`src/rtl/bsq_pkg.sv`:
```
package bsq_pkg;

  localparam int BEAT_W = 5;

  localparam logic [1:0] TR_IDLE  = 2'b00;
  localparam logic [1:0] TR_FIRST = 2'b10;
  localparam logic [1:0] TR_NEXT  = 2'b11;

  function automatic logic [BEAT_W-1:0] beat_count(input logic [2:0] code);
    logic [BEAT_W-1:0] n;
    case (code)
      3'd2, 3'd3: n = BEAT_W'(4);
      3'd4, 3'd5: n = BEAT_W'(8);
      3'd6, 3'd7: n = BEAT_W'(16);
      default:    n = BEAT_W'(1);
    endcase
    return n;
  endfunction

  function automatic logic is_wrapping(input logic [2:0] code);
    return (code == 3'd2) || (code == 3'd4) || (code == 3'd6);
  endfunction

endpackage

```
`src/rtl/bsq_addr_gen.sv`:
```
module bsq_addr_gen #(
  parameter int AW = 32,
  parameter int BW = 5
) (
  input  logic [AW-1:0] cur_addr,
  input  logic [2:0]    size,
  input  logic [BW-1:0] beats,
  input  logic          wrap,
  output logic [AW-1:0] nxt_addr
);

  logic [AW-1:0] step;
  logic [AW-1:0] span_mask;
  logic [AW-1:0] inc;

  always_comb begin
    step      = AW'(1) << size;
    span_mask = (AW'(beats) << size) - AW'(1);
    inc       = cur_addr + step;
    if (wrap) begin
      nxt_addr = (cur_addr & ~span_mask) | (inc & span_mask);
    end else begin
      nxt_addr = inc;
    end
  end

endmodule

```
`src/rtl/bsq_beat_ctrl.sv`:
```
module bsq_beat_ctrl
  import bsq_pkg::*;
#(
  parameter int AW = 32
) (
  input  logic          clk,
  input  logic          rst_n,
  input  logic          cmd_valid,
  input  logic [AW-1:0] cmd_addr,
  input  logic [2:0]    cmd_size,
  input  logic [2:0]    cmd_burst,
  input  logic          cmd_write,
  input  logic          adv,
  input  logic          kill,
  output logic          busy,
  output logic          first,
  output logic          last,
  output logic [AW-1:0] addr,
  output logic [2:0]    size,
  output logic [2:0]    burst,
  output logic          write
);

  logic              busy_q, busy_n;
  logic              first_q, first_n;
  logic [BEAT_W-1:0] left_q, left_n;
  logic [AW-1:0]     addr_q, addr_n;
  logic [2:0]        size_q, size_n;
  logic [2:0]        burst_q, burst_n;
  logic              write_q, write_n;
  logic [AW-1:0]     step_addr;
  logic              load_en;

  bsq_addr_gen #(.AW(AW), .BW(BEAT_W)) u_gen (
    .cur_addr (addr_q),
    .size     (size_q),
    .beats    (beat_count(burst_q)),
    .wrap     (is_wrapping(burst_q)),
    .nxt_addr (step_addr)
  );

  assign load_en = cmd_valid && !busy_q;

  always_comb begin
    busy_n  = busy_q;
    first_n = first_q;
    left_n  = left_q;
    addr_n  = addr_q;
    size_n  = size_q;
    burst_n = burst_q;
    write_n = write_q;
    if (busy_q && adv) begin
      if (kill || (left_q == BEAT_W'(1))) begin
        busy_n = 1'b0;
      end else begin
        addr_n  = step_addr;
        left_n  = left_q - BEAT_W'(1);
        first_n = 1'b0;
      end
    end
    if (load_en) begin
      busy_n  = 1'b1;
      first_n = 1'b1;
      left_n  = beat_count(cmd_burst);
      addr_n  = cmd_addr;
      size_n  = cmd_size;
      burst_n = cmd_burst;
      write_n = cmd_write;
    end
  end

  always_ff @(posedge clk or negedge rst_n) begin
    if (!rst_n) begin
      busy_q  <= 1'b0;
      first_q <= 1'b0;
      left_q  <= '0;
      addr_q  <= '0;
      size_q  <= '0;
      burst_q <= '0;
      write_q <= 1'b0;
    end else begin
      busy_q  <= busy_n;
      first_q <= first_n;
      left_q  <= left_n;
      addr_q  <= addr_n;
      size_q  <= size_n;
      burst_q <= burst_n;
      write_q <= write_n;
    end
  end

  assign busy  = busy_q;
  assign first = first_q;
  assign last  = (left_q == BEAT_W'(1));
  assign addr  = addr_q;
  assign size  = size_q;
  assign burst = burst_q;
  assign write = write_q;

  // a pending address phase is frozen while the slave stalls
  assert_hold_R5: assert property (@(posedge clk) disable iff (!rst_n)
    (busy_q && !adv) |=> (busy_q && $stable(addr_q) && $stable(first_q)
                          && $stable(write_q) && $stable(burst_q)));

endmodule

```
`src/rtl/bsq_data_pipe.sv`:
```
module bsq_data_pipe #(
  parameter int DW = 32
) (
  input  logic          clk,
  input  logic          rst_n,
  input  logic          adv,
  input  logic          busy,
  input  logic          write,
  input  logic          last,
  input  logic          bus_err,
  input  logic [DW-1:0] wr_data,
  input  logic [DW-1:0] bus_rdata,
  output logic          kill,
  output logic          wr_pull,
  output logic [DW-1:0] wdata,
  output logic          rd_valid,
  output logic [DW-1:0] rd_data
);

  logic          dpv_q, dpv_n;
  logic          dpw_q, dpw_n;
  logic          dpl_q, dpl_n;
  logic [DW-1:0] wdata_q, wdata_n;

  assign kill    = adv && dpv_q && bus_err && !dpl_q;
  assign wr_pull = adv && busy && write && !kill;

  always_comb begin
    dpv_n   = dpv_q;
    dpw_n   = dpw_q;
    dpl_n   = dpl_q;
    wdata_n = wdata_q;
    if (adv) begin
      dpv_n = busy && !kill;
      dpw_n = write;
      dpl_n = last;
    end
    if (wr_pull) begin
      wdata_n = wr_data;
    end
  end

  always_ff @(posedge clk or negedge rst_n) begin
    if (!rst_n) begin
      dpv_q   <= 1'b0;
      dpw_q   <= 1'b0;
      dpl_q   <= 1'b0;
      wdata_q <= '0;
    end else begin
      dpv_q   <= dpv_n;
      dpw_q   <= dpw_n;
      dpl_q   <= dpl_n;
      wdata_q <= wdata_n;
    end
  end

  assign wdata    = wdata_q;
  assign rd_valid = dpv_q && !dpw_q && adv && !bus_err;
  assign rd_data  = bus_rdata;

  // write data is held through data-phase wait states
  assert_wdata_hold_R6: assert property (@(posedge clk) disable iff (!rst_n)
    (dpv_q && dpw_q && !adv) |=> $stable(wdata_q));

endmodule

```
`src/rtl/burst_seq.sv`:
```
module burst_seq
  import bsq_pkg::*;
#(
  parameter int AW = 32,
  parameter int DW = 32
) (
  input  logic          clk,
  input  logic          rst_n,
  input  logic          cmd_valid,
  output logic          cmd_ready,
  input  logic [AW-1:0] cmd_addr,
  input  logic [2:0]    cmd_size,
  input  logic [2:0]    cmd_burst,
  input  logic          cmd_write,
  input  logic [DW-1:0] wr_data,
  output logic          wr_pull,
  output logic          rd_valid,
  output logic [DW-1:0] rd_data,
  output logic [AW-1:0] bus_addr,
  output logic [1:0]    bus_trans,
  output logic          bus_write,
  output logic [2:0]    bus_size,
  output logic [2:0]    bus_burst,
  output logic [DW-1:0] bus_wdata,
  input  logic          bus_ready,
  input  logic          bus_err,
  input  logic [DW-1:0] bus_rdata
);

  logic busy;
  logic first;
  logic last;
  logic kill;

  bsq_beat_ctrl #(.AW(AW)) u_ctrl (
    .clk       (clk),
    .rst_n     (rst_n),
    .cmd_valid (cmd_valid),
    .cmd_addr  (cmd_addr),
    .cmd_size  (cmd_size),
    .cmd_burst (cmd_burst),
    .cmd_write (cmd_write),
    .adv       (bus_ready),
    .kill      (kill),
    .busy      (busy),
    .first     (first),
    .last      (last),
    .addr      (bus_addr),
    .size      (bus_size),
    .burst     (bus_burst),
    .write     (bus_write)
  );

  bsq_data_pipe #(.DW(DW)) u_data (
    .clk       (clk),
    .rst_n     (rst_n),
    .adv       (bus_ready),
    .busy      (busy),
    .write     (bus_write),
    .last      (last),
    .bus_err   (bus_err),
    .wr_data   (wr_data),
    .bus_rdata (bus_rdata),
    .kill      (kill),
    .wr_pull   (wr_pull),
    .wdata     (bus_wdata),
    .rd_valid  (rd_valid),
    .rd_data   (rd_data)
  );

  assign cmd_ready = !busy;

  always_comb begin
    if (!busy) begin
      bus_trans = TR_IDLE;
    end else if (first) begin
      bus_trans = TR_FIRST;
    end else begin
      bus_trans = TR_NEXT;
    end
  end

  // an accepted command shows its first beat in the next cycle
  assert_start_R1: assert property (@(posedge clk) disable iff (!rst_n)
    (cmd_valid && cmd_ready) |=> (bus_trans == TR_FIRST));

  // a later-beat code never follows an idle cycle
  assert_seq_order_R4: assert property (@(posedge clk) disable iff (!rst_n)
    (bus_trans == TR_NEXT) |-> ($past(bus_trans) != TR_IDLE));

  // an error mid-burst leaves the address bus idle next cycle
  assert_err_stop_R8: assert property (@(posedge clk) disable iff (!rst_n)
    kill |=> (bus_trans == TR_IDLE));

endmodule

```
`config.mk`:
```
export PLATFORM = sky130hd
export DESIGN_NAME = burst_seq
export DESIGN_NICKNAME = d
export VERILOG_FILES = /design/src/rtl/bsq_pkg.sv /design/src/rtl/bsq_addr_gen.sv /design/src/rtl/bsq_beat_ctrl.sv /design/src/rtl/bsq_data_pipe.sv /design/src/rtl/burst_seq.sv
export SDC_FILE = /design/constraint.sdc
export NUM_CORES = 1
export LEC_CHECK = 0
export ABC_AREA = 1
export CORE_ASPECT_RATIO = 1.25
export CORE_MARGIN = 2
export CORE_UTILIZATION = 49
export CTS_CLUSTER_DIAMETER = 30
export CTS_CLUSTER_SIZE = 20
export DETAILED_ROUTE_END_ITERATION = 8
export DONT_BUFFER_PORTS = 1
export PLACE_DENSITY = 0.64
export SETUP_SLACK_MARGIN = 0.05
export SYNTH_ARGS = -nofsm -noshare
export SYNTH_HDL_FRONTEND = slang
export SYNTH_SLANG_ARGS = --single-unit
export TNS_END_PERCENT = 100
```
`constraint.sdc`:
```
create_clock -name clk -period 7.2 [get_ports clk]
set_clock_uncertainty 0.05 [all_clocks]
set_input_delay 2.16 -clock clk [delete_from_list [all_inputs] [get_ports clk]]
set_output_delay 2.16 -clock clk [all_outputs]
set_load 0.03 [all_outputs]
```
; ---- Yosys cells after proc, flatten, opt, wreduce, memory -nomap -nowiden
; Index checks and enable logic that the tools add are counted.
[word_totals]
ff_bits = 81
in_bits = 108
elab_cells = 80
[op_classes]
n_addsub = 3
n_eq_ne = 14
shift = 2
mux = 17
bitwise_logic = 4
n_reduce_logical = 29
[op_table]
columns = cell, n
row1 = $mux 32, 4
row2 = $and 32x32->32, 2
row3 = $add 32x32->32, 1
row4 = $not 32->32, 1
row5 = $or 32x32->32, 1
row6 = $shl 1x3->32 const A, 1
row7 = $shl 5x3->32, 1
row8 = $sub 32x1->32 const B, 1
row9 = $pmux 5 s3, 2
row10 = $eq 3x3->1 const B, 8
row11 = $mux 5, 3
row12 = $eq 3x2->1 const B, 4
row13 = $reduce_or 2->1, 6
row14 = $logic_and 1x1->1, 11
row15 = $mux 1, 7
row16 = $eq 5x1->1 const B, 1
row17 = $logic_not 1->1, 5
row18 = $sub 5x1->5 const B, 1
row19 = $reduce_and 2->1, 2
row20 = $reduce_bool 2->1, 2
row21 = $logic_or 1x1->1, 3
row22 = $mux 2, 1
row23 = $ne 2x1->1 const B, 1

; ---- Depth between registers and ports, before layout
; Gate-level depths: netlist (run 1).
[logic_depth]
ltp_word = 12
depth_mapped = 19

; ---- By module
; A second synthesis (run 1) with hierarchy kept.
[hier_totals]
hier_cells = 997
hier_area_um2 = 6424.9
[by_module_without_submodules]
columns = mod, n_inst, cells_each, area_per_inst_um2, seq_area_each_um2
row1 = bsq_beat_ctrl, 1, 345, 2466.1, 1151.1
row2 = bsq_addr_gen, 1, 459, 2254.7, 0.0
row3 = bsq_data_pipe, 1, 190, 1686.6, 875.8
row4 = burst_seq, 1, 3, 17.5, 0.0

; ---- Least setup slack after synthesis (run 1)
; OpenSTA, ideal clock, no wires.
[synth_path]
kind = input-to-output
from = in bus_err
to = out wr_pull
arrival_time_ns = 3.060
t_required_ns = 4.990
setup_slack_ns = 1.930
stages = 5
n_path_buf = 1
path_cell_list = nor3b_2 nor2_2 nand2_1 inv_1 buf_2
[synth_via]
elab_chain_cells = 4
[synth_rtl]
columns = item, line_no
row1 = "start, declared", burst_seq.sv:26  ; input logic bus_err,
row2 = $logic_and 1x1->1 (2 in series), bsq_data_pipe.sv:25  ; assign kill = adv && dpv_q && bus_err && !dpl_q;
row3 = $logic_not 1->1, bsq_data_pipe.sv:26  ; assign wr_pull = adv && busy && write && !kill;
row4 = $logic_and 1x1->1, bsq_data_pipe.sv:26
row5 = "end, declared", burst_seq.sv:16  ; output logic wr_pull,
; Every way passes these cells.

; ---- Worst setup path after layout (run 1)
; Same ends and word-level chain as after synthesis.

==> results of run 1 <==
routing by layer:
layer	global-route usage [%]	vias up	part of all wire, %
li1	-	2394	-
met1	28.56	2237	41
met2	39.86	171	49
met3	6.229	32	7.7
met4	9.846	0	2.4
met5	0	-	0
path summary, 6_finish.rpt:
path	cells past startpoint	to	startpoint	slack, ns
setup / recovery	5	wr_pull	bus_err	1.28
hold / removal	2	u_data.dpw_q$_DFFE_PN0P_	u_data.dpw_q$_DFFE_PN0P_	0.42
setup reg to reg	18	flip-flop	u_ctrl.size[0]$_DFFE_PN0P_	3.95
hold reg to reg	2	u_data.dpw_q$_DFFE_PN0P_	u_data.dpw_q$_DFFE_PN0P_	0.42
max in group asynchronous	0	async pin	rst_n	5.47
min in group asynchronous	0	u_data.wdata[31]$_DFFE_PN0P_	rst_n	1.46
layout by cell type (no fill, tap or decap), types with 2 or more instances in the layout:
cell        instances
inv_6               2
o2111ai_1           2
nand3_2             8
nor2_8              2
buf_4               2
dfrtp_1            81
nor4_1              5
clkbuf_8            2
o21ai_0            31
xor2_1              5
inv_4               5
clkinvlp_4          2
nand3b_1            2
o21ai_1            20
clkbuf_16           9
inv_1              44
nor2_1             51
a21oi_2            13
nor3_2              3
nor3_1              4
a21oi_1            24
xnor2_1             3
o211ai_1            3
o21ai_2             4
ha_1               12
or2_2               3
nand2_1           271
nand3_1            46
a21oi_4             2
nand2_4             6
nor2_2              9
nand4_1            11
nor2_4              5
a31oi_1             6
o22ai_1             2
inv_2              12
nand2_2             8
worst reg2reg max path, cell delays in order, from the launching register on:
cell      delay (ns)
dfrtp_1         0.64
nor2_1          0.25
inv_1           0.08
nor2_1          0.13
ha_1            0.24
inv_1           0.10
fa_1            0.43
inv_1           0.09
nand3_2         0.06
nand2_2         0.14
nand2_4         0.09
nand2_4         0.11
nand2_1         0.08
nor2_2          0.18
nand2_1         0.08
nand2_1         0.08
nand3_1         0.08
o211ai_1        0.12
o21ai_1         0.09
power groups by stage:
| stage | Combinational [uW] | Clock [uW] | Sequential (uW) |
|---|---|---|---|
| finish | 1240 | 452 | 1290 |
| global route | 1420 | 481 | 1330 |
| CTS | 1250 | 464 | 1300 |
| detailed placement | 1240 | 0 | 1310 |
| global placement | 1210 | 0 | 1300 |
| floorplan | 1120 | 0 | 1190 |
cell families (layout without fill, tap and decap cells):
kind of cell | Yosys count | in the layout | synth area share, %
compound gates | 112 | 112 | 12.26
buf+inv | 120 | 80 | 11.49
mux | 2 | 2 | 0.3763
simple gates | 439 | 439 | 35.77
flops | 81 | 81 | 35.86
fa+ha+maj | 13 | 13 | 3.010
xor+xnor | 8 | 8 | 1.240
area by class of cell:
type / count / area (um^2)
multi-input combinational: 574 / 2977
tap: 135 / 168.9
clock buffer: 11 / 252.7
sequential: 81 / 2027
fill: 1127 / 5463
inverter: 62 / 250.2
clock inverter: 5 / 37.54
timing repair buffer: 2 / 15.01
per-stage QoR:
stage	worst slack, ns	cells	total power (uW)
after floorplan	1.930	775	2314
after global placement	1.290	854	2508
after detailed placement	1.261	854	2547
after CTS	1.254	870	3007
after global routing	1.104	870	3236
final	1.276	870	2986
==> summary.md, run 1 <==
| Metric | Value |
|---|---|
| Status | `finished clean` |
| # DRC | `0` |
| Final critical-path share of the clock period | `82.28%` |
| Sw Ratio | `55.22%` |
| Crit path kind | `primary input to primary output` |
| Synth Register Bits | `81` |
| Mean post-synth cell area | `7.294 um^2` |
| Clock sink count | `81` |
| Net Switching | `1649 uW` |
| Clk root buf | `clkbuf_16` |
| Clock latency on the worst-skew pair | `0.34 ns` |
| GRT Overall Usage | `23.59%` |
| Min Clock Period, post-route | `5.924 ns` |
| WP data arrival | `3.71 ns` |
| Slew margin rel. | `25.25%` |
| Synth warnings | `0` |
| Critical Path RT | `4.99 ns` |
| Core area | `11,190 um^2` |
| Final instance area | `5728 um^2` |
| Crit Path Max Fanout | `33` |
| Fin. max-slew vios | `0` |
| Max stage delay cell, worst path | `inv_1` |
| Via Count | `4,834` |
| CTS buffer count | `9` |
| H-tree Lvls | `3` |
| Post-CTS Setup Bufs | `0` |
| Die height | `124.1 um` |
| Antenna Cells | `0` |
| Mapped Cells | `775` |
| Die footprint | `12,420 um^2` |
| PostCTS Resize Cnt | `0` |
| Detailed placer's ending HPWL | `10,430 um` |
| Sequential area share after synthesis | `35.86%` |
| Crit-path leading delay family | `buffers and inverters` |
| Routability congestion estimate | `0.8914` |
| Post-Syn Nets | `896` |
| HP Class | `flip-flop to flip-flop` |
| DR pass1 iterations | `5` |
| Placed cell area | `5438 um^2` |
| Antenna violation net count after detailed routing | `0` |
| Fin Hold WS | `0.4230 ns` |
| Clock Pin Slew Worst Setup and Hold Paths | `0.06 ns` |
| Overflow after GRT | `0` |
| Seq pwr share | `43.4%` |
| Largest net degree at the start of global routing | `82` |
| Top-area cell type share of the netlist area | `35.86%` |
| Synth-to-Final Area Change | `1.328%` |
| FMAX | `0.1688 GHz` |
| Most frequent cell after synthesis | `nand2_1` |
| Routed wire length per instance | `16.23 um` |
| Core Util, Final | `51.19%` |
| Largest stage delay, worst path | `0.84 ns` |
| Post-route setup TNS | `0 ns` |
| Final hold vios | `0` |
| Post-DR vias/cell | `5.556` |
| Total Wirelength | `14,120 um` |
| WP buf/inv | `2` |
| Share of cells above drive strength 1 | `13.88%` |
| Final net count | `851` |
| First-pass GRT wire length | `23,230 um` |
| PD cells | `521.3 nW/um^2` |
| Cell Rows | `43` |
| Worst-Margin Slew | `1.120 ns` |
| Cell taking the most area after synthesis | `dfrtp_1` |
| Leak pwr | `0.002770 uW` |
| # setup viols final | `0` |
| Unrepaired setup endpoints after global routing | `no` |
| Synth Flop Type | `dfrtp_1` |
| Clock tree buffer depth | `2` |
| Ranking of synthesized cells by area | `dfrtp_1, nand2_1, buf_4` |
| Max_cap viols | `0` |
| Worst vdd ir | `0.0002232 V` |
| Initial Util | `50.51%` |
| Initial antenna violation count | `0` |
| Hold-fix buffers, CTS | `0` |
| Clk pwr share | `15.1%` |
| Cell Area, Synth | `5653 um^2` |
| Drt initial violations | `255` |
| Asr flop ratio synth | `100.0%` |
| Io pins | `216` |
| Buffers on Ports | `0` |
| Cell-internal power | `1337 uW` |
| Worst setup EP type | `primary output` |
| Number of synthesized flops with an enable pin | `0` |
| CTS tree | `built` |
| Logic gate share of total power | `41.5%` |
| Most frequent cells after synthesis | `nand2_1, dfrtp_1, nor2_1, nand3_1, inv_1` |
| Vias in the first global route | `4,795` |
| Chip Width | `100.1 um` |
| Worst setup SP type | `primary input` |
| Distinct cells, synth | `52` |
| Critical-path cell list | `nor3b_2, nor2_2, nand2_1, buf_4, inv_1` |
Note: power is estimated with default switching activity, not from simulation.
==> run 2, diff against run 1 <==
==> constraint.sdc (replaced) <==
create_clock -name clk -period 5.5 [get_ports clk]
set_clock_uncertainty 0.05 [all_clocks]
set_input_delay 1.65 -clock clk [delete_from_list [all_inputs] [get_ports clk]]
set_output_delay 1.65 -clock clk [all_outputs]
set_load 0.03 [all_outputs]
==> run 2 against run 1 <==
Sequential share of layout area decreased by 0.25 points; register-to-register slack got worse by 1.7 ns; critical endpoint unchanged; via count increased by 0.99%; critical path depth increased by 1.
==> summary.md, run 2 (same netlist as run 1, synthesis figures left out) <==
| Metric | Value |
|---|---|
| R2R Setup Slk | `2.23 ns (-1.72 ns)` |
| Hold path cells | `2 (unchanged)` |
| Crit path kind | `primary input to primary output` |
| Final critical-path share of the clock period | `79.74%` |
| DR pass1 iterations | `6 (+1)` |
| Antenna Cells | `0 (unchanged)` |
| Worst setup SP type | `primary input` |
| Post-DR vias/cell | `5.605 (+0.88%)` |
| Die footprint | `12,420 um^2 (unchanged)` |
| GRT Overall Usage | `23.55% (-0.031 points)` |
| Core area | `11,190 um^2 (unchanged)` |
| HP Class | `flip-flop to flip-flop` |
| Vias in the first global route | `4,767 (-0.58%)` |
| Synth-to-Final Area Change | `2.058%` |
| Initial Util | `50.51% (unchanged)` |
| Worst Hold Path EP | `u_data.dpw_q$_DFFE_PN0P_` |
| Routed wire length per instance | `16.24 um (about the same)` |
| Fillers | `1,116 (-0.98%)` |
| Crit path from | `bus_ready` |
| Share of cells above drive strength 1 | `13.99% (+0.12 points)` |
| First-pass GRT wire length | `23,520 um (+1.2%)` |
| Worst-Margin Slew | `0.9249 ns (-0.1952 ns)` |
| Via Count | `4,882 (+0.99%)` |
| H-tree Lvls | `3 (unchanged)` |
| Buffers on Ports | `0 (unchanged)` |
| Reg2reg path depth | `11 (-7)` |
| Fin. max-slew vios | `0 (unchanged)` |
| Critical Path RT | `3.80 ns (-1.19 ns)` |
| Final worst slack | `1.114 ns (-0.1616 ns)` |
| # setup viols final | `0 (unchanged)` |
| Largest net degree at the start of global routing | `82 (unchanged)` |
| PD cells | `689.8 nW/um^2 (+32%)` |
| Routability congestion estimate | `0.8789 (-1.4%)` |
| Post-route setup TNS | `0 ns (unchanged)` |
| Final hold vios | `0 (unchanged)` |
| Cell Rows | `43 (unchanged)` |
| Drt initial violations | `231 (-9.4%)` |
| Chip Width | `100.1 um (unchanged)` |
| Antenna violation net count after detailed routing | `0 (unchanged)` |
| CTS buffer count | `9 (unchanged)` |
| Clock sink count | `81 (unchanged)` |
| Die height | `124.1 um (unchanged)` |
| Min Clock Period, post-route | `4.386 ns` |
| Leak pwr | `0.002794 uW (+0.85%)` |
| Initial antenna violation count | `0 (unchanged)` |
| WP data arrival | `2.69 ns (-1.02 ns)` |
| Clock tree buffer depth | `2 (unchanged)` |
| Overflow after GRT | `0 (unchanged)` |
| FMAX | `0.2280 GHz` |
| Io pins | `216 (unchanged)` |
| Clock Pin Slew Worst Setup and Hold Paths | `0.06 ns (about the same)` |
| Clk root buf | `clkbuf_16` |
| Detailed placer's ending HPWL | `10,620 um (+1.9%)` |
| Status | `finished clean` |
| Hold-fix buffers, CTS | `0 (unchanged)` |
| Final net count | `852 (+0.12%)` |
| Commonest non-fill, non-tap cell in the layout | `nand2_1` |
| PostCTS Resize Cnt | `0 (unchanged)` |
| Hold_sp | `u_data.dpw_q$_DFFE_PN0P_` |
| Slew margin rel. | `38.25% (+13 points)` |
| Total Wirelength | `14,150 um (+0.16%)` |
| # DRC | `0 (unchanged)` |
| Commonest cells after routing, fill and taps aside | `nand2_1, dfrtp_1, nor2_1` |
| Worst vdd ir | `0.0003039 V (+36%)` |
| CTS tree | `built` |
| Start of the worst register-to-register path | `u_ctrl.busy$_DFFE_PN0P_` |
| Fin Hold WS | `0.4305 ns (+0.007452 ns)` |
| Clock latency on the worst-skew pair | `0.33 ns (about the same)` |
| Post-CTS Setup Bufs | `0 (unchanged)` |
| Unrepaired setup endpoints after global routing | `no` |
| Max_cap viols | `0 (unchanged)` |
| Pre-CTS WS | `1.108 ns (-0.1533 ns)` |
| Worst setup EP type | `primary output` |
| Crit Path Max Fanout | `33 (unchanged)` |
run 2: cell count changes in the layout (fill, tap and decap cells not counted), sizes merged:
cell | previous run | this run
clkinvlp | 2 | 1
bufinv | 0 | 2
buf | 2 | 3
clkbuf | 11 | 9
inv | 63 | 64
run 2: metrics by stage:
step	instance area, um^2	instances	util (%)	power [uW]
final	5769	871	51.55	3980
after global routing	5769	871	51.55	4295
after CTS	5769	871	51.55	4002
after detailed placement	5445	855	48.66	3333
after global placement	5445	855	48.66	3285
after floorplan	5653	775	-	3029
run 2: cell type report:
| class | instances | area, um^2 | area share, % |
|---|---|---|---|
| repair buffers | 3 | 22.52 | 0.3904 |
| flip-flops and latches | 81 | 2027 | 35.13 |
| clock buffers | 9 | 225.2 | 3.904 |
| multi-input cells | 574 | 2977 | 51.59 |
| inverters | 62 | 250.2 | 4.337 |
| well taps | 135 | 168.9 | 2.928 |
| clock inverters | 7 | 98.84 | 1.713 |
run 2: critical path, stage by stage:
cell and delay [ns]:
nand2_1 0.05, nor3b_2 0.24, nor2_2 0.12, nand2_1 0.07
buf_4 0.31, inv_1 0.24
run 2: worst max path at each step:
stage and to:
2_1_floorplan wr_pull, 6_report wr_pull, 3_3_place_gp wr_pull, 4_1_cts wr_pull
5_1_grt wr_pull, 3_5_place_dp wr_pull
run 2: layer usage:
| layer | track usage, % | vias to the layer above | wire length (um) |
|---|---|---|---|
| met2 | 40.46 | 180 | 7028 |
| met1 | 28.65 | 2288 | 5775 |
| met4 | 7.363 | 0 | 180 |
| met5 | 0 | - | 0 |
| met3 | 6.790 | 20 | 1161 |
| li1 | - | 2394 | - |
run 2: power by group:
| group | internal [uW] | total [uW] | switching [uW] |
|---|---|---|---|
| clock network | 402 | 662 | 260 |
| registers | 861 | 1700 | 840 |
| logic | 556 | 1620 | 1060 |
